==> src/rtl/can_cfg_pkg.sv <==
package can_cfg_pkg;
  localparam int ADDR_W = 5;
  localparam int DATA_W = 8;

  localparam logic [ADDR_W-1:0] A_CTRL0 = 5'h00;
  localparam logic [ADDR_W-1:0] A_CTRL1 = 5'h01;
  localparam logic [ADDR_W-1:0] A_TIME0 = 5'h02;
  localparam logic [ADDR_W-1:0] A_TIME1 = 5'h03;
  localparam logic [ADDR_W-1:0] A_FCTRL = 5'h04;
  localparam logic [ADDR_W-1:0] A_RXERR = 5'h05;
  localparam logic [ADDR_W-1:0] A_TXERR = 5'h06;
  localparam int CODE_BASE = 8;
  localparam int MASK_BASE = 16;

  localparam int EN_BIT   = 7;
  localparam int REQ_BIT  = 0;
  localparam int CSEL_BIT = 6;

  typedef struct packed {
    logic             req;
    logic             en;
    logic             en_used;
  } ctrl0_t;
endpackage

==> src/rtl/can_init_sync.sv <==
module can_init_sync #(
  parameter int SYNC_STAGES = 2
) (
  input  logic clk,
  input  logic rst_n,
  input  logic init_req,
  output logic init_ack
);
  logic [SYNC_STAGES-1:0] chain_q;

  generate
    for (genvar s = 0; s < SYNC_STAGES; s++) begin : g_stage
      if (s == 0) begin : g_first
        always_ff @(posedge clk or negedge rst_n) begin
          if (!rst_n) chain_q[0] <= 1'b1;
          else        chain_q[0] <= init_req;
        end
      end else begin : g_next
        always_ff @(posedge clk or negedge rst_n) begin
          if (!rst_n) chain_q[s] <= 1'b1;
          else        chain_q[s] <= chain_q[s-1];
        end
      end
    end
  endgenerate

  assign init_ack = chain_q[SYNC_STAGES-1];

  generate
    if (SYNC_STAGES == 2) begin : g_chk
      // acknowledge trails the request by exactly two edges
      p_ack_delay_r2: assert property (@(posedge clk) disable iff (!rst_n)
        init_ack == $past(init_req, 2));
    end
  endgenerate
endmodule

==> src/rtl/can_cfg_regs.sv <==
module can_cfg_regs
  import can_cfg_pkg::*;
#(
  parameter int NUM_FILT = 8,
  parameter int PRESC_W  = 6
) (
  input  logic              clk,
  input  logic              rst_n,
  input  logic              reg_wr,
  input  logic [ADDR_W-1:0] reg_addr,
  input  logic [DATA_W-1:0] reg_wdata,
  output logic [DATA_W-1:0] reg_rdata,
  input  logic              init_ack,
  input  logic              err_load,
  input  logic [DATA_W-1:0] rx_err_in,
  input  logic [DATA_W-1:0] tx_err_in,
  output logic              init_req,
  output logic              module_en,
  output logic              clk_src,
  output logic [PRESC_W-1:0] presc
);
  ctrl0_t            c0_q;
  logic [DATA_W-1:1] ctrl1_q;
  logic [DATA_W-1:0] time0_q, time1_q, fctrl_q, rxerr_q, txerr_q;
  logic [DATA_W-1:0] code_q [NUM_FILT];
  logic [DATA_W-1:0] mask_q [NUM_FILT];

  logic cfg_we;
  assign cfg_we = reg_wr && init_ack;

  // control register 0: request always writable, enable written once
  always_ff @(posedge clk or negedge rst_n) begin
    if (!rst_n) begin
      c0_q <= '{req: 1'b1, en: 1'b0, en_used: 1'b0};
    end else if (reg_wr && reg_addr == A_CTRL0) begin
      c0_q.req <= reg_wdata[REQ_BIT];
      if (!c0_q.en_used) begin
        c0_q.en      <= reg_wdata[EN_BIT];
        c0_q.en_used <= 1'b1;
      end
    end
  end

  // protected configuration set
  always_ff @(posedge clk or negedge rst_n) begin
    if (!rst_n) begin
      ctrl1_q <= '0;
      time0_q <= '0;
      time1_q <= '0;
      fctrl_q <= '0;
      for (int i = 0; i < NUM_FILT; i++) begin
        code_q[i] <= '0;
        mask_q[i] <= '0;
      end
    end else if (cfg_we) begin
      case (reg_addr)
        A_CTRL1: ctrl1_q <= reg_wdata[DATA_W-1:1];
        A_TIME0: time0_q <= reg_wdata;
        A_TIME1: time1_q <= reg_wdata;
        A_FCTRL: fctrl_q <= reg_wdata;
        default: ;
      endcase
      for (int i = 0; i < NUM_FILT; i++) begin
        if (reg_addr == ADDR_W'(CODE_BASE + i)) code_q[i] <= reg_wdata;
        if (reg_addr == ADDR_W'(MASK_BASE + i)) mask_q[i] <= reg_wdata;
      end
    end
  end

  // error counters: only the bit engine updates them
  always_ff @(posedge clk or negedge rst_n) begin
    if (!rst_n) begin
      rxerr_q <= '0;
      txerr_q <= '0;
    end else if (err_load) begin
      rxerr_q <= rx_err_in;
      txerr_q <= tx_err_in;
    end
  end

  always_comb begin
    reg_rdata = '0;
    case (reg_addr)
      A_CTRL0: begin
        reg_rdata[EN_BIT]  = c0_q.en;
        reg_rdata[REQ_BIT] = c0_q.req;
      end
      A_CTRL1: reg_rdata = {ctrl1_q, init_ack};
      A_TIME0: reg_rdata = time0_q;
      A_TIME1: reg_rdata = time1_q;
      A_FCTRL: reg_rdata = fctrl_q;
      A_RXERR: reg_rdata = rxerr_q;
      A_TXERR: reg_rdata = txerr_q;
      default: ;
    endcase
    for (int i = 0; i < NUM_FILT; i++) begin
      if (reg_addr == ADDR_W'(CODE_BASE + i)) reg_rdata = code_q[i];
      if (reg_addr == ADDR_W'(MASK_BASE + i)) reg_rdata = mask_q[i];
    end
  end

  assign init_req  = c0_q.req;
  assign module_en = c0_q.en;
  assign clk_src   = ctrl1_q[CSEL_BIT];
  assign presc     = time0_q[PRESC_W-1:0];

  // timing register frozen while on-line
  p_locked_cfg_r3: assert property (@(posedge clk) disable iff (!rst_n)
    (reg_wr && !init_ack && reg_addr == A_TIME0) |=> $stable(time0_q));
  // clock-source select frozen while on-line
  p_locked_csel_r3: assert property (@(posedge clk) disable iff (!rst_n)
    (!init_ack) |=> $stable(clk_src));
  // software writes never reach the error counters
  p_err_ro_r4: assert property (@(posedge clk) disable iff (!rst_n)
    (reg_wr && !err_load && (reg_addr == A_RXERR || reg_addr == A_TXERR))
      |=> ($stable(rxerr_q) && $stable(txerr_q)));
  // enable bit never changes after its first write
  p_en_once_r5: assert property (@(posedge clk) disable iff (!rst_n)
    c0_q.en_used |=> $stable(module_en));
endmodule

==> src/rtl/can_tq_prescaler.sv <==
module can_tq_prescaler #(
  parameter int PRESC_W = 6
) (
  input  logic               clk,
  input  logic               rst_n,
  input  logic               osc_ce,
  input  logic               bus_ce,
  input  logic               use_bus,
  input  logic               hold,
  input  logic [PRESC_W-1:0] div_m1,
  output logic               tick
);
  logic [PRESC_W-1:0] cnt_q;
  logic               ce;
  logic               at_end;

  assign ce     = use_bus ? bus_ce : osc_ce;
  assign at_end = (cnt_q == div_m1);

  always_ff @(posedge clk or negedge rst_n) begin
    if (!rst_n)      cnt_q <= '0;
    else if (hold)   cnt_q <= '0;
    else if (ce)     cnt_q <= at_end ? '0 : cnt_q + 1'b1;
  end

  assign tick = !hold && ce && at_end;

  // no tick while initialization is acknowledged
  p_no_tick_init_r8: assert property (@(posedge clk) disable iff (!rst_n)
    hold |-> !tick);
  // counter is at zero on the first cycle after leaving init
  p_restart_r8: assert property (@(posedge clk) disable iff (!rst_n)
    $fell(hold) |-> (cnt_q == '0));
  // tick only on an enable of the selected source
  p_tick_src_r7: assert property (@(posedge clk) disable iff (!rst_n)
    tick |-> (use_bus ? bus_ce : osc_ce));
endmodule

==> src/rtl/can_cfg_guard.sv <==
module can_cfg_guard
  import can_cfg_pkg::*;
#(
  parameter int NUM_FILT    = 8,
  parameter int PRESC_W     = 6,
  parameter int SYNC_STAGES = 2
) (
  input  logic              clk,
  input  logic              rst_n,
  input  logic              reg_wr,
  input  logic [ADDR_W-1:0] reg_addr,
  input  logic [DATA_W-1:0] reg_wdata,
  output logic [DATA_W-1:0] reg_rdata,
  input  logic              osc_ce,
  input  logic              bus_ce,
  input  logic              power_down,
  input  logic              engine_tx,
  input  logic              err_load,
  input  logic [DATA_W-1:0] rx_err_in,
  input  logic [DATA_W-1:0] tx_err_in,
  output logic              can_tx,
  output logic              clk_sel,
  output logic              tq_tick,
  output logic              module_en,
  output logic              init_ack
);
  logic              req_w;
  logic [PRESC_W-1:0] presc_w;

  can_init_sync #(.SYNC_STAGES(SYNC_STAGES)) u_sync (
    .clk      (clk),
    .rst_n    (rst_n),
    .init_req (req_w),
    .init_ack (init_ack)
  );

  can_cfg_regs #(.NUM_FILT(NUM_FILT), .PRESC_W(PRESC_W)) u_regs (
    .clk       (clk),
    .rst_n     (rst_n),
    .reg_wr    (reg_wr),
    .reg_addr  (reg_addr),
    .reg_wdata (reg_wdata),
    .reg_rdata (reg_rdata),
    .init_ack  (init_ack),
    .err_load  (err_load),
    .rx_err_in (rx_err_in),
    .tx_err_in (tx_err_in),
    .init_req  (req_w),
    .module_en (module_en),
    .clk_src   (clk_sel),
    .presc     (presc_w)
  );

  can_tq_prescaler #(.PRESC_W(PRESC_W)) u_presc (
    .clk     (clk),
    .rst_n   (rst_n),
    .osc_ce  (osc_ce),
    .bus_ce  (bus_ce),
    .use_bus (clk_sel),
    .hold    (init_ack),
    .div_m1  (presc_w),
    .tick    (tq_tick)
  );

  // recessive as soon as init is requested, through the whole handshake
  assign can_tx = (req_w || init_ack || power_down) ? 1'b1 : engine_tx;

  // pin recessive whenever offline
  p_tx_recessive_r6: assert property (@(posedge clk) disable iff (!rst_n)
    (req_w || init_ack || power_down) |-> can_tx);
endmodule

==> config.mk <==
export PLATFORM = sky130hd
export DESIGN_NAME = can_cfg_guard
export DESIGN_NICKNAME = d
export VERILOG_FILES = /design/src/rtl/can_cfg_pkg.sv /design/src/rtl/can_init_sync.sv /design/src/rtl/can_cfg_regs.sv /design/src/rtl/can_tq_prescaler.sv /design/src/rtl/can_cfg_guard.sv
export SDC_FILE = /design/constraint.sdc
export NUM_CORES = 1
export LEC_CHECK = 0
export BUFFER_PORTS_ARGS = -buffer_cell sky130_fd_sc_hd__buf_2
export CAP_MARGIN = 20
export CORE_UTILIZATION = 60
export DETAILED_ROUTE_END_ITERATION = 10
export GPL_TIMING_DRIVEN = 1
export PLACE_DENSITY = 0.75
export REMOVE_ABC_BUFFERS = 1
export SLEW_MARGIN = 20
export SYNTH_ARGS = -nofsm -noshare
export SYNTH_HDL_FRONTEND = slang
export SYNTH_SLANG_ARGS = --single-unit
export TNS_END_PERCENT = 20
==> constraint.sdc <==
create_clock -name clk -period 4.6 [get_ports clk]
set_clock_uncertainty 0.15 [all_clocks]
set_input_delay 0.69 -clock clk [delete_from_list [all_inputs] [get_ports clk]]
set_output_delay 0.69 -clock clk [all_outputs]
set_load 0.1 [all_outputs]
# After elaboration in Yosys (flattened, before gate mapping)
# Index checks and enable logic that the tools add are counted.
# word_totals
register_bits	186
latchBits	0
ram_bits	0
mem_bits_ro	0
in_bits	37
out_inout_bits	13
elab_cells	107
n_memories	0
# op_classes
add_sub_neg	1
multipliers	0
div_mod_pow	0
n_lt_le_gt_ge	0
n_eq_ne	23
shift	0
n_mux	24
bitwise	1
n_reduce_logical	30
# op_table
cell	n
$mux 8	16
$reduce_and 2->1	21
$eq 5x4->1 const B	8
$eq 5x5->1 const B	8
$pmux 6 s6	1
$mux 6	3
$eq 5x3->1 const B	3
$pmux 1 s7	2
$eq 5x2->1 const B	2
$add 6x1->6 const B	1
$eq 6x6->1	1
$eq 5x1->1 const B	1
$logic_not 5->1	1
$logic_and 1x1->1	4
$logic_or 1x1->1	2
$mux 1	2
$reduce_bool 2->1	1
$logic_not 1->1	1
$not 1->1	1

# Logic depth before layout (Yosys ltp)
# Gate-level depths: netlist of the first run.
# logic_depth
depth_word	18
ltp_mapped	10
depth_no_buf	6

# By module
# Synthesis of the first run repeated with hierarchy kept, for this count alone.
# unflattened
cells_unflattened	802
area_unflattened_um2	9516.6
# by_module_without_submodules
module	instances	cells_per_inst	area_each_um2	seq_area_each_um2
can_cfg_regs	1	764	9068.7	4455.5
can_tq_prescaler	1	35	387.9	150.1
can_init_sync	1	2	52.6	52.6
can_cfg_guard	1	1	7.5	0.0

# Worst setup path before layout of the first run
# OpenSTA, ideal clock, no wires.
# synth_timing
path_type	register to output
from	reg u_regs.ctrl1_q[6] (netlist name)
to	out tq_tick
arrival_ps	4383
required_ps	3760
setup_slack_ps	-623
stages_incl_launch_ff	4
path_buffers	0
cell_sequence	dfrtp_1 > mux2i_1 > nor2_1 > nor4b_1
# synth_between
elab_chain_cells	3
# synth_rtl
item	line	text
start: declaration	can_cfg_regs.sv:23	logic [DATA_W-1:1] ctrl1_q;
start signal: assignment	can_cfg_regs.sv:57	A_CTRL1: ctrl1_q <= reg_wdata[DATA_W-1:1];
$mux 1	can_tq_prescaler.sv:17	assign ce = use_bus ? bus_ce : osc_ce;
$logic_and 1x1->1 (2 in series)	can_tq_prescaler.sv:26	assign tick = !hold && ce && at_end;
end: declaration	can_cfg_guard.sv:23	output logic tq_tick,
# No other way between the ends.

# Worst setup path after layout of the first run
# layout_timing
from	in reg_addr[0]
to	out reg_rdata[0]
# layout_between
elab_chain_cells	18
elab_cells_between_ends	40
classes_between	22 x eq/ne; 17 x mux; 1 x reduce/logical
# layout_rtl
item	line	text
start: declaration	can_cfg_guard.sv:11	input logic [ADDR_W-1:0] reg_addr,
$eq 5x3->1, or another cell as far along	can_cfg_regs.sv:83	case (reg_addr)
$pmux 1 s7	can_cfg_regs.sv:83	
$mux 8	can_cfg_regs.sv:97	if (reg_addr == ADDR_W'(CODE_BASE + i)) reg_rdata = code_q[i];
$mux 8	can_cfg_regs.sv:98	if (reg_addr == ADDR_W'(MASK_BASE + i)) reg_rdata = mask_q[i];
$mux 8	can_cfg_regs.sv:97	
$mux 8	can_cfg_regs.sv:98	
$mux 8	can_cfg_regs.sv:97	
$mux 8	can_cfg_regs.sv:98	
(+2 left out)	--	
$mux 8	can_cfg_regs.sv:97	
$mux 8	can_cfg_regs.sv:98	
$mux 8	can_cfg_regs.sv:97	
$mux 8	can_cfg_regs.sv:98	
$mux 8	can_cfg_regs.sv:97	
$mux 8	can_cfg_regs.sv:98	
$mux 8	can_cfg_regs.sv:97	
$mux 8 *	can_cfg_regs.sv:98	
end: declaration	can_cfg_guard.sv:13	output logic [DATA_W-1:0] reg_rdata,
# Mark *: on every way between the ends. The rest lies on a longest branch, timed or not.

==> flow_results.org, run 1 <==
** Layout
- Final antenna diode count :: 0
- Count of nets after finishing :: ~900
- With fillers left out, the area of the finished cells amounts to about 11000 µm².
- Of the cells placed in the final design, the portion with a size suffix greater than 1 is 0.363.
- Relative to the synthesized area, the layout overhead comes to 11.5%.
- Leaving out filler cells and counting taps, the final layout contains 1076.
- Filler Cells Inserted :: ~1100

** Floorplanning
- Die boundary height :: 128 µm
- Total die area :: 16300 µm²
- The die is about 130 µm wide.
- The floorplan has 45 rows.
- For this configuration, the core starts out at a cell density of 0.618.
- The core region is 15300 µm².
- Count of boundary I/O pins :: 50

** Route
- The final route contains 7386 vias.
- In the routed layout, each cell is associated on average with a via count of approximately 6.9.
- The first TritonRoute pass finished after 6 iterations.
- Remaining design rule violation count :: 0
- The detailed router finished its first iteration with 991 violations.
- The final layout contains routed wiring with a total length of 29300 µm.
- The count of nets left with antenna violations once routing finished came out at 0.
- In the final routed layout, each cell accounts on average for 27.2 µm.

** Global route
- Entering global routing, the biggest net connects 95 pins.
- The first global-routing pass estimated 45100 µm of wire.
- Number of antenna violations at the first check in global routing :: 0
- In the global route stage, met1 resource usage came out at 0.553.
- Busiest metal layer after global routing :: met2
- In the global route stage, overall resource usage came out at 0.382.
- In the global route stage, met2 resource usage came out at 0.562.
- Met3 layer usage reported by global route :: 0.0800
- Number of global-route vias before repair :: 7445
- Total grt overflow :: 0

** STA
- Max Clk Rate :: 0.227 GHz
- Counting I/O delays and the setup requirement, the final critical path takes 4400 ps.
- The final count of hold timing violations was 0.
- Share of the cycle needed by the critical path after routing :: 0.957
- Worst relative slew slack :: 0.329
- At the pin with the least slew margin, the transition time is ~1000 ps.
- Setup repair after global routing left no endpoint under its margin.
- Final slew viol count :: 0
- Setup violations remaining at the end of the flow were counted as 0.

** Place
- At the end of routability-driven placement, the weighted congestion stood at 1.07.
- The HPWL after detailed placement is 20200 µm.
- Once placement finished, the instance area stood at 9980 µm².
- Number of placed instances, taps included :: 1045
- Buffers placed on the I/O ports in this run total 49.

** Critical path
- Crit-path max cell delay :: roughly 780 ps
- Start-to-end type of the worst setup path :: input port to primary output
- Data on the critical path arrives at its endpoint at 3560 ps.
- Crit-path max FO :: 25
- STA classifies the critical path startpoint as an input port.
- Counting stages on the worst path, the most repeated cell is sky130_fd_sc_hd__o21ai_0.
- The slowest stage of the critical path is the sky130_fd_sc_hd__nor2b_1 cell.
- Crit path cell chain :: buf_2, nor2b_1, nand2_1, o21ai_0, a222oi_1, a211oi_1, o21ai_0, buf_12
- STA classifies the critical path endpoint as a primary output.
- For the worst setup path, the data required time is 3760 ps.

** Clock network
- Sink Count :: roughly 190
- Clock transition at the registers of the reported paths :: around 70 ps
- The clock reaches the later pin of the worst-skew pair after 430 ps.
- Setup Fix Bufs, Post-CTS :: 0
- Number of buffers inserted during clock tree synthesis :: 17
- Gates resized, CTS repair :: 0
- CTS H-Tree Depth :: 4
- CTS tree :: yes
- CTS placed an instance of sky130_fd_sc_hd__clkbuf_16 at the clock tree root.
- The longest clock path from root to sink contains 2 buffers.
- Cts hold-fix bufs :: 0

** Power
- VDD sags by at most 0.390 mV.
- Standby leakage power :: ~0.005 µW
- Tot Pwr :: between 3000 and 4000 µW
- In this run the power density over the cells is 373 nW/µm².

** Yosys
- Leading area contributor after synthesis :: sky130_fd_sc_hd__dfrtp_1
- Post-synth EDFFs :: 0
- The average instance in the mapped netlist occupies 11.6 µm².
- Yosys printed 0 warnings.
- Distinct cell type count after synthesis :: 80
- Top FF cell, synth :: sky130_fd_sc_hd__dfrtp_1
- Share of async-settable or async-resettable flops after synthesis :: 1.00
- Among all cell types in the netlist, the one instantiated most often is sky130_fd_sc_hd__dfrtp_1.
- Sorting the synthesized cells by area gives the leading types as sky130_fd_sc_hd__dfrtp_1 48%, sky130_fd_sc_hd__mux2_2 21%, sky130_fd_sc_hd__o21ai_0 2.4%, sky130_fd_sc_hd__nand2_1 1.7%, sky130_fd_sc_hd__nor2_1 1.3%.
- Number of flip-flops and latches in the synthesized netlist :: 186
- Cell area after synthesis :: 9460 µm²
- Synthesis produced 816 cells.
- For this run, the register share of the synthesized area comes to 0.492.
- Most common library cells after synthesis :: 183 x sky130_fd_sc_hd__dfrtp_1, 177 x sky130_fd_sc_hd__mux2_2, 46 x sky130_fd_sc_hd__o21ai_0
- Area share of the largest cell type after synthesis :: 0.484

** Job
- Across the run, the number of max-cap violations was 0.

** Run status
- The flow ran to the end, and the final reports show no timing, DRC or antenna violations.

** Min path
- Hold WC Path Type :: input port to asynchronous set/reset pin
==> through the flow <==
step | setup slack (ps) | setup TNS [ps] | hold WS, ps | utilization
after floorplan | -623 | -806 | 195 | -
after global placement | 210 | 0 | 198 | 0.652
after detailed placement | 271 | 0 | 198 | 0.652
after CTS | 254 | 0 | 208 | 0.689
after global routing | 94.1 | 0 | 211 | 0.689
final | 196 | 0 | 166 | 0.689
==> sequential cells by signal, summed over array words and instances (netlist names) <==
register and count:
u_regs.code_q 64, u_regs.mask_q 64, u_regs.fctrl_q 8, u_regs.rxerr_q 8, u_regs.time0_q 8, u_regs.time1_q 8
u_regs.txerr_q 8, u_regs.ctrl1_q 7, u_presc.cnt_q 6, u_regs.c0_q 1, u_regs.init_req 1, u_regs.module_en 1
u_sync.chain_q 1, u_sync.init_ack 1
==> final timing paths <==
check / startpoint / to / slack (ps) / cells after the start
min reg2reg: u_sync.chain_q[0]$_DFF_PN1_ / u_sync.init_ack$_DFF_PN1_ / 210 / 0
min in group clk: u_sync.chain_q[0]$_DFF_PN1_ / u_sync.init_ack$_DFF_PN1_ / 210 / 0
max in group asynchronous: rst_n / u_regs.mask_q[12]$_DFFE_PN0P_ / 3130 / 2
max reg2reg: u_sync.init_ack$_DFF_PN1_ / u_regs.code_q[54]$_DFFE_PN0P_ / 1970 / 3
max: reg_addr[0] / reg_rdata[0] / 200 / 8
min: rst_n / u_presc.cnt_q[5]$_DFFE_PN0P_ / 170 / 1
==> placed cells by master (no fill, tap or decap), types with 4 or more instances in the layout <==
master,n
sky130_fd_sc_hd__nor2_2,10
sky130_fd_sc_hd__clkbuf_16,17
sky130_fd_sc_hd__o21ai_0,46
sky130_fd_sc_hd__a22o_1,4
sky130_fd_sc_hd__a21oi_1,25
sky130_fd_sc_hd__clkinv_4,4
sky130_fd_sc_hd__a222oi_1,6
sky130_fd_sc_hd__inv_1,6
sky130_fd_sc_hd__o211ai_1,6
sky130_fd_sc_hd__o22ai_1,14
sky130_fd_sc_hd__nor2_1,34
sky130_fd_sc_hd__mux2_2,177
sky130_fd_sc_hd__mux2i_1,11
sky130_fd_sc_hd__inv_8,5
sky130_fd_sc_hd__buf_12,7
sky130_fd_sc_hd__o31ai_1,5
sky130_fd_sc_hd__a211oi_1,6
sky130_fd_sc_hd__nand4_1,7
sky130_fd_sc_hd__nor4_1,10
sky130_fd_sc_hd__buf_4,28
sky130_fd_sc_hd__a31oi_1,8
sky130_fd_sc_hd__nand3b_1,5
sky130_fd_sc_hd__nand2_1,42
sky130_fd_sc_hd__nor3_1,18
sky130_fd_sc_hd__nand2b_1,9
sky130_fd_sc_hd__and2_1,4
sky130_fd_sc_hd__a32oi_1,5
sky130_fd_sc_hd__nand3_1,13
sky130_fd_sc_hd__xnor2_1,7
sky130_fd_sc_hd__a22oi_1,11
sky130_fd_sc_hd__nor2b_1,12
sky130_fd_sc_hd__buf_2,42
sky130_fd_sc_hd__dfrtp_1,183
==> layer usage <==
layer / up-vias / wire length [µm]
met5: - / 0
met4: 0 / 915
met3: 67 / 2560
met2: 435 / 12900
met1: 3756 / 12900
li1: 3128 / -
==> layout make-up <==
| type | instances | area, µm² | area share |
|---|---|---|---|
| flip-flops and latches | 186 | 4660 | 0.442 |
| repair buffers | 78 | 572 | 0.0542 |
| clock inverters | 13 | 125 | 0.0119 |
| clock buffers | 18 | 439 | 0.0416 |
| inverters | 7 | 26.3 | 0.00249 |
| multi-input cells | 563 | 4460 | 0.423 |
| well taps | 211 | 264 | 0.0250 |
==> where the power goes <==
group	internal [µW]	switching, µW	total, µW
sequential	1770	104	1880
clock	730	686	1420
combinational	225	415	640
total	2730	1200	3930
==> logic make-up after synthesis <==
logic type,after synthesis,share of synthesized area
AOI/OAI and AO/OA,168,0.120
and+or+nand+nor,197,0.118
buffers and inverters,67,0.0358
xor gates and xnor gates,8,0.00741
muxes,189,0.225
adders and majority gates,1,0.00132
DFF,186,0.492
==> critical path, delay by kind of cell <==
family | cells | cell delay, ps
AND/OR/NAND/NOR | 2 | 1170
buffers and inverters | 2 | 680
AO/OA/AOI/OAI | 4 | 1020
Note: power is estimated with default switching activity, not from simulation.
==> run 2, diff against run 1 <==
SYNTH_HIERARCHICAL = 1   (was unset)
==> flow_results.org, run 2 <==
** Floorplanning
- The overall die height is 128 µm (about the same).
- The starting density of the core came to 0.621 (was 0.618).
- The floorplan row count came to 45 (unchanged).
- Core Region :: 15300 µm² (unchanged)
- The full die area came to 16400 µm² (was 16300 µm²).
- The number of top-level pins came to 50 (unchanged).
- The width of the die was 128 µm (about the same).

** Critical path
- Arrival time worst endpoint :: 3490 ps (was 3560 ps)
- Crit path cell chain :: buf_2, buf_4, mux2i_1, nor2b_1, a2111oi_0, o211ai_1, a31oi_1, nor3_2, buf_2 (was buf_2, nor2b_1, nand2_1, o21ai_0, a222oi_1, a211oi_1, o21ai_0, buf_12)
- The worst setup path category is input port to primary output (unchanged).
- CP Launch Type :: input port (unchanged)
- Kind of cell with the highest combined delay on the critical path :: compound AO/OA/AOI/OAI gates (was simple AND/OR/NAND/NOR gates)
- The dominant cell type by count on the critical path is sky130_fd_sc_hd__buf_2 (was sky130_fd_sc_hd__o21ai_0).
- Buffers and inverters on the worst path :: 3 (was 2)
- Critical path capture point type :: primary output (unchanged)
- Crit-path max cell delay :: 600 ps (was 780 ps)
- Data required time of the worst path :: 3760 ps (about the same)
- Slowest cell on the critical path :: sky130_fd_sc_hd__a2111oi_0 (was sky130_fd_sc_hd__nor2b_1)
- Crit-path max FO :: 27 (was 25)

** Clock network
- CTS tree :: yes (unchanged)
- The number of buffers on the longest clock path is 2 (unchanged).
- Root buf cell :: sky130_fd_sc_hd__clkbuf_16 (unchanged)
- The count of H-tree levels built during CTS came to 4 (unchanged).
- The post-cts sizing count is 0 (unchanged).
- Sink Count :: 186 (unchanged)
- The count of hold buffers inserted by post-cts repair was 0 (unchanged).
- Setup Fix Bufs, Post-CTS :: 0 (unchanged)
- The clock-pin slew on the worst setup and hold paths is 70 ps (about the same).
- The number of CTS-inserted buffers is 17 (unchanged).
- The insertion delay of the later-clocked pin in the worst-skew pair is 430 ps (about the same).

** STA
- The maximum clock frequency came to 0.231 GHz (was 0.227 GHz).
- Post-route setup TNS :: 0 ps (unchanged)
- The transition time of the tightest slew-check pin is 967 ps (was 1000 ps).
- Worst relative slew slack :: 0.355 (was 0.329)
- The time the worst path needs with I/O delays and setup is 4330 ps (was 4400 ps).
- The number of failing setup endpoints in the final timing report was 0 (unchanged).
- Share of the cycle needed by the critical path after routing :: 0.942 (was 0.957)
- Number of hold violations in the final report :: 0 (unchanged)
- Final slew viol count :: 0 (unchanged)
- Setup repair after global routing missed its margin :: false (unchanged)

** Yosys
- Cell area after synthesis :: 9520 µm² (was 9460 µm²)
- Area share of the largest cell type after synthesis :: 0.481 (was 0.484)
- Post-synthesis average cell area :: 11.9 µm² (was 11.6 µm²)
- The share of async-settable or async-resettable flops after synthesis is 1.00 (unchanged).
- Number of flip-flops and latches in the synthesized netlist :: 186 (unchanged)
- Top post-synthesis cells by area :: sky130_fd_sc_hd__dfrtp_1 48%, sky130_fd_sc_hd__mux2_2 21%, sky130_fd_sc_hd__a21oi_1 1.9%, sky130_fd_sc_hd__buf_4 1.4%, sky130_fd_sc_hd__o21ai_0 1.4% (was sky130_fd_sc_hd__dfrtp_1 48%, sky130_fd_sc_hd__mux2_2 21%, sky130_fd_sc_hd__o21ai_0 2.4%, sky130_fd_sc_hd__nand2_1 1.7%, sky130_fd_sc_hd__nor2_1 1.3%)
- The cell with the most instances after synthesis is sky130_fd_sc_hd__dfrtp_1 (unchanged).
- Number of standard cells after synthesis :: 802 (was 816)
- The sequential share of the synthesized area came to 0.489 (was 0.492).
- Top FF cell, synth :: sky130_fd_sc_hd__dfrtp_1 (unchanged)
- The number of different library cells in the post-synthesis netlist is 85 (was 80).
- Leading area contributor after synthesis :: sky130_fd_sc_hd__dfrtp_1 (unchanged)
- The number of enable-type register cells in the synthesized netlist came to 0 (unchanged).
- The synthesis warning total was 6 (was 0).
- Most common library cells after synthesis :: 183 x sky130_fd_sc_hd__dfrtp_1, 178 x sky130_fd_sc_hd__mux2_2, 37 x sky130_fd_sc_hd__a21oi_1 (was 183 x sky130_fd_sc_hd__dfrtp_1, 177 x sky130_fd_sc_hd__mux2_2, 46 x sky130_fd_sc_hd__o21ai_0)

** Layout
- Most frequent standard cell in the layout excluding fill and tap cells :: sky130_fd_sc_hd__dfrtp_1 (unchanged)
- Share of cells above drive strength 1 :: 0.372 (was 0.363)
- Top Registers: u_regs/code_q (64), u_regs/mask_q (64) (was u_regs.code_q (64), u_regs.mask_q (64)).
- Most frequent cells in the layout :: 183 x sky130_fd_sc_hd__dfrtp_1, 178 x sky130_fd_sc_hd__mux2_2, 47 x sky130_fd_sc_hd__buf_2 (was 183 x sky130_fd_sc_hd__dfrtp_1, 177 x sky130_fd_sc_hd__mux2_2, 46 x sky130_fd_sc_hd__o21ai_0)
- The number of filler instances in the final layout is 1183 (was 1140).
- The layout overhead on the synthesized area came to 8.91% (was 11.5%).
- Count of nets after finishing :: 856 (was 891)
- Final antenna diode count :: 0 (unchanged)
- The final core utilization was 0.677 (was 0.689).

** Route
- Remaining design rule violation count :: 0 (unchanged)
- Total vias in the final route :: 7145 (was 7386)
- The final routed wirelength across all metal layers was 26700 µm (was 29300 µm).
- The initial detailed-routing violation count is 682 (was 991).
- Routed length per instance :: 25.7 µm (was 27.2 µm)
- Post-route antenna net violation count :: 0 (unchanged)
- Per-cell via count in the routed design :: 6.86 (about the same)
- The count of TritonRoute iterations in the first routing pass is 5 (was 6).

** Place
- The count of buffers inserted at the top-level ports is 49 (unchanged).
- Global placer's final weighted congestion :: 0.960 (was 1.07)
- Detailed-placement wirelength estimate :: 18000 µm (was 20200 µm)

** Run status
- Status :: completed (unchanged)

** Power
- Tot Pwr :: 3910 µW (was 3930 µW)
- Max IR drop VDD :: 0.296 mV (was 0.390 mV)
- Power density over cell area :: 377 nW/µm² (was 373 nW/µm²)
- Standby leakage power :: 0.00483 µW (was 0.00487 µW)

** Global route
- Number of global-route vias before repair :: 7185 (was 7445)
- Maximum number of pins on one net before global-route repair :: 132 (was 95)
- The wire length of the first global-routing pass came to 41800 µm (was 45100 µm).
- The number of antenna violations at the first check in global routing was 0 (unchanged).
- The aggregate global routing overflow came to 0 (unchanged).
- Global router's overall resource usage :: 0.346 (was 0.382)

** Job
- Number of maximum-capacitance constraint violations :: 0 (unchanged)

** Min path
- The class of the tightest hold or removal check is flop to flop (was input port to asynchronous set/reset pin).
-- run 2: cell types whose count changed in the layout (fill, tap and decap cells not counted), moves of 6 or more --
cell / delta
sky130_fd_sc_hd__o21ai_0: -20
sky130_fd_sc_hd__buf_4: -17
sky130_fd_sc_hd__nand2_1: -16
sky130_fd_sc_hd__a21oi_1: +12
sky130_fd_sc_hd__nor4_1: -10
sky130_fd_sc_hd__o221ai_1: +10
sky130_fd_sc_hd__or3_1: +7
sky130_fd_sc_hd__a32o_1: +6
sky130_fd_sc_hd__xor2_1: +6
-- run 2: cell families after synthesis --
kind of cell / share of synthesized area
DFF: 0.489
adders and majority gates: 0.00131
AOI/OAI and AO/OA: 0.121
and+or+nand+nor: 0.121
buffers and inverters: 0.0402
xor gates and xnor gates: 0.0101
muxes: 0.217
-- run 2: where the power goes --
part	internal [µW]	leakage (µW)	total (µW)	switching, µW
clock network	787	0.000277	1410	627
registers	1780	0.00249	1880	101
logic	211	0.00206	615	404
-- run 2: worst paths after layout --
kind                                             start                             to  slack, ps  depth (start not counted)
setup / recovery                           reg_addr[2]                   reg_rdata[4]        270                          9
min in group asynchronous                        rst_n  u_regs/rxerr_q[1]$_DFFE_PN0P_        230                          1
setup reg to reg             u_sync/init_ack$_DFF_PN1_   u_regs/code_q[7]$_DFFE_PN0P_       1800                          3
max in group asynchronous                        rst_n  u_regs/code_q[39]$_DFFE_PN0P_       3210                          2
hold reg to reg            u_sync/chain_q[0]$_DFF_PN1_      u_sync/init_ack$_DFF_PN1_        210                          0
hold / removal             u_sync/chain_q[0]$_DFF_PN1_      u_sync/init_ack$_DFF_PN1_        210                          0
-- run 2: cell type report --
class	count	area, µm²	share of cell area
timing repair buffer	61	373	0.0360
sequential	186	4660	0.449
tap	211	264	0.0255
multi-input combinational	544	4480	0.432
clock buffer	21	470	0.0454
clock inverter	10	93.8	0.00905
inverter	8	30.0	0.00290
-- run 2: routing by layer --
metal | routed length [µm] | global-route usage | up-vias
li1 | - | - | 3028
met1 | 11600 | 0.493 | 3715
met2 | 12200 | 0.527 | 349
met3 | 2070 | 0.0630 | 53
met4 | 848 | 0.138 | 0
met5 | 0 | 0 | -
-- run 2: per-stage QoR --
stage	cell area (µm²)	hold slack (ps)	std cells	setup slack, ps
3_5_place_dp	9800	198	1010	382
4_1_cts	10400	208	1041	346
2_1_floorplan	9160	195	738	267
5_1_grt	10400	211	1041	203
3_3_place_gp	9800	197	1010	436
6_report	10400	206	1041	267
-- run 2: worst register-to-register path, delay by kind of cell (launching register included) --
family / cells / cell delay [ps]
DFF: 1 / 650
muxes: 1 / 420
and+or+nand+nor: 2 / 1470
==> run 3, diff against run 2 <==
RECOVER_POWER = 100   (was unset)
==> flow_results.org, run 3 (synthesis gave the netlist of run 2 again) <==
** Critical path
- The worst setup path category is input port to primary output (unchanged).
- Crit-path max FO :: 27 (unchanged)
- Data required time of the worst path :: 3760 ps (about the same)
- CP Launch Type :: input port (unchanged)
- The setup slack on the worst flop-to-flop path came to 1630 ps (was 1800 ps).
- Crit-path max cell delay :: 580 ps (was 600 ps)
- Slowest cell on the critical path :: sky130_fd_sc_hd__a2111oi_0 (unchanged)
- The worst flop-to-flop path startpoint was u_sync/init_ack$_DFF_PN1_ (unchanged).
- Worst r2r path cells :: 3 (unchanged)
- The critical register-to-register path endpoint is u_regs/mask_q[55]$_DFFE_PN0P_ (was u_regs/code_q[7]$_DFFE_PN0P_).
- Arrival time worst endpoint :: 3460 ps (was 3490 ps)
- Crit path cell chain: buf_2, buf_4, mux2i_1, nor2b_1, a2111oi_0, o211ai_1, a31oi_1, nor3_2, buf_2 (unchanged).
- The dominant cell type by count on the critical path was sky130_fd_sc_hd__buf_2 (unchanged).
- The sort of element at the end of the critical path was a primary output (unchanged).

** STA
- Number of failing setup endpoints in the final timing report :: 0 (unchanged)
- Post-route setup TNS :: 0 ps (unchanged)
- The fraction of the cycle the final worst path needs is 0.936 (was 0.942).
- The tightest slew margin relative to the limit was -1.16 (was 0.355).
- Number of hold violations in the final report :: 0 (unchanged)
- Worst Max-Slew Pin Slew :: 3240 ps (was 967 ps)
- The maximum clock frequency was 0.232 GHz (was 0.231 GHz).
- Setup repair after global routing missed its margin :: false (unchanged)
- The total count of max-transition violations in the final report came to 131 (was 0).
- The time the worst path needs with I/O delays and setup is 4300 ps (was 4330 ps).

** Floorplanning
- Row Count :: 45 (unchanged)
- Die boundary height :: 128 µm (unchanged)
- Horizontal die dimension :: 128 µm (unchanged)
- The full die area was 16400 µm² (unchanged).
- The starting density of the core is 0.621 (unchanged).
- The number of top-level pins is 50 (unchanged).
- Core Region :: 15300 µm² (unchanged)

** Clock network
- The total setup buffers inserted after CTS was 0 (unchanged).
- The clock sink count was 186 (unchanged).
- CTS H-Tree Depth :: 4 (unchanged)
- The number of buffers on the longest clock path is 2 (unchanged).
- The clock-pin slew on the worst setup and hold paths is 70 ps (about the same).
- The TritonCTS clock tree was yes (unchanged).
- Number of buffers inserted during clock tree synthesis :: 17 (unchanged)
- The insertion delay of the later-clocked pin in the worst-skew pair was 430 ps (about the same).
- Cts hold-fix bufs :: 0 (unchanged)
- The clock root buffer was sky130_fd_sc_hd__clkbuf_16 (unchanged).
- The post-cts sizing count was 0 (unchanged).

** Layout
- Most frequent cells in the layout: 183 x sky130_fd_sc_hd__dfrtp_1, 176 x sky130_fd_sc_hd__mux2_2, 43 x sky130_fd_sc_hd__nor2_1 (was 183 x sky130_fd_sc_hd__dfrtp_1, 178 x sky130_fd_sc_hd__mux2_2, 47 x sky130_fd_sc_hd__buf_2).
- Post-Layout Inst Area :: 10200 µm² (was 10400 µm²)
- The layout cell share with drive strength beyond 1 is 0.339 (was 0.372).
- Synth-to-Final Area Change :: 7.57% (was 8.91%)
- The diode insertion count for antenna repair was 0 (unchanged).
- Top Registers :: u_regs/code_q (64), u_regs/mask_q (64) (unchanged)
- The net count of the finished layout is 856 (unchanged).
- The final core utilization is 0.668 (was 0.677).
- Most frequent standard cell in the layout excluding fill and tap cells :: sky130_fd_sc_hd__dfrtp_1 (unchanged)

** Global route
- The total routing usage reported by global routing came to 0.346 (unchanged).
- The wire length of the first global-routing pass is 41800 µm (unchanged).
- The pin count of the biggest net entering global routing is 132 (unchanged).
- The number of global-route vias before repair is 7185 (unchanged).
- Total grt overflow :: 0 (unchanged)
- Number of antenna violations at the first check in global routing :: 0 (unchanged)

** Route
- Post-route antenna net violation count :: 0 (unchanged)
- Total detailed-routing wirelength :: 26700 µm (about the same)
- The number of DRC violations after detailed routing is 0 (unchanged).
- Pre-antenna DRT Iters :: 8 (was 5)
- Routed length per instance :: 25.7 µm (about the same)
- Per-cell via count in the routed design :: 6.83 (was 6.86)
- Number of violations reported at the end of detailed-routing iteration 0 :: 736 (was 682)
- The routed via count was 7113 (was 7145).

** Min path
- Worst min-delay path endpoint :: u_sync/init_ack$_DFF_PN1_ (unchanged)
- The cell count of the worst hold path is 0 (unchanged).
- The worst min-delay path startpoint was u_sync/chain_q[0]$_DFF_PN1_ (unchanged).
- The class of the tightest hold or removal check is flop to flop (unchanged).

** Run status
- Status :: finished with violations (was completed)
- Failing checks :: max-capacitance violations, max-slew violations

** Place
- IO Port Bufs :: 49 (unchanged)
- Cell area after placement :: 9800 µm² (unchanged)
- The final estimated routing congestion in global placement was 0.960 (unchanged).
- Detailed-placement wirelength estimate :: 18000 µm (unchanged)

** Job
- The total of max-cap violations was 1 (was 0).

** Power
- Power density over cell area :: 380 nW/µm² (was 377 nW/µm²)
- The cell leakage power came to 0.00477 µW (was 0.00483 µW).
- The peak supply drop came to 0.297 mV (was 0.296 mV).
==> run 3: final cells by class <==
class                      count  area, µm²
clock buffer                  21        470
clock inverter                10       93.8
fill                        1201       5080
inverter                       8       30.0
multi-input combinational    544       4380
sequential                   186       4660
tap                          211        264
timing repair buffer          61        337
==> run 3: through the flow <==
step / cells / setup slack, ps / total power, µW / hold slack [ps]
after floorplan: 738 / 267 / 2260 / 195
after global placement: 1010 / 436 / 2490 / 197
after detailed placement: 1010 / 382 / 2510 / 198
after CTS: 1041 / 346 / 3920 / 208
after global routing: 1041 / 208 / 4010 / 217
final: 1041 / 296 / 3890 / 212
==> run 3: worst max path at each step <==
stage	from	endpoint	slack (ps)	cells after the start
2_1_floorplan	reg_addr[3]	reg_rdata[0]	270	6
3_3_place_gp	reg_addr[2]	reg_rdata[4]	440	9
3_5_place_dp	reg_addr[2]	reg_rdata[4]	380	9
4_1_cts	reg_addr[2]	reg_rdata[4]	350	9
5_1_grt	reg_addr[2]	reg_rdata[4]	210	9
6_report	reg_addr[2]	reg_rdata[4]	300	9
==> run 3: critical path: cells and delay by family <==
family	cells	cell delay (ps)
AO/OA/AOI/OAI	3	1180
AND/OR/NAND/NOR	2	170
buffers and inverters	3	1130
multiplexers	1	270
==> run 3: where the power goes <==
| part | leakage (µW) | internal [µW] | switching (µW) | total, µW |
|---|---|---|---|---|
| clock | 0.000277 | 787 | 626 | 1410 |
| combinational | 0.00200 | 200 | 396 | 596 |
| sequential | 0.00249 | 1780 | 102 | 1880 |
==> run 3: layer usage <==
layer  share of wire  track usage
met2            0.45        0.527
met1            0.44        0.493
met5               0            0
met3           0.072       0.0630
met4           0.033        0.138
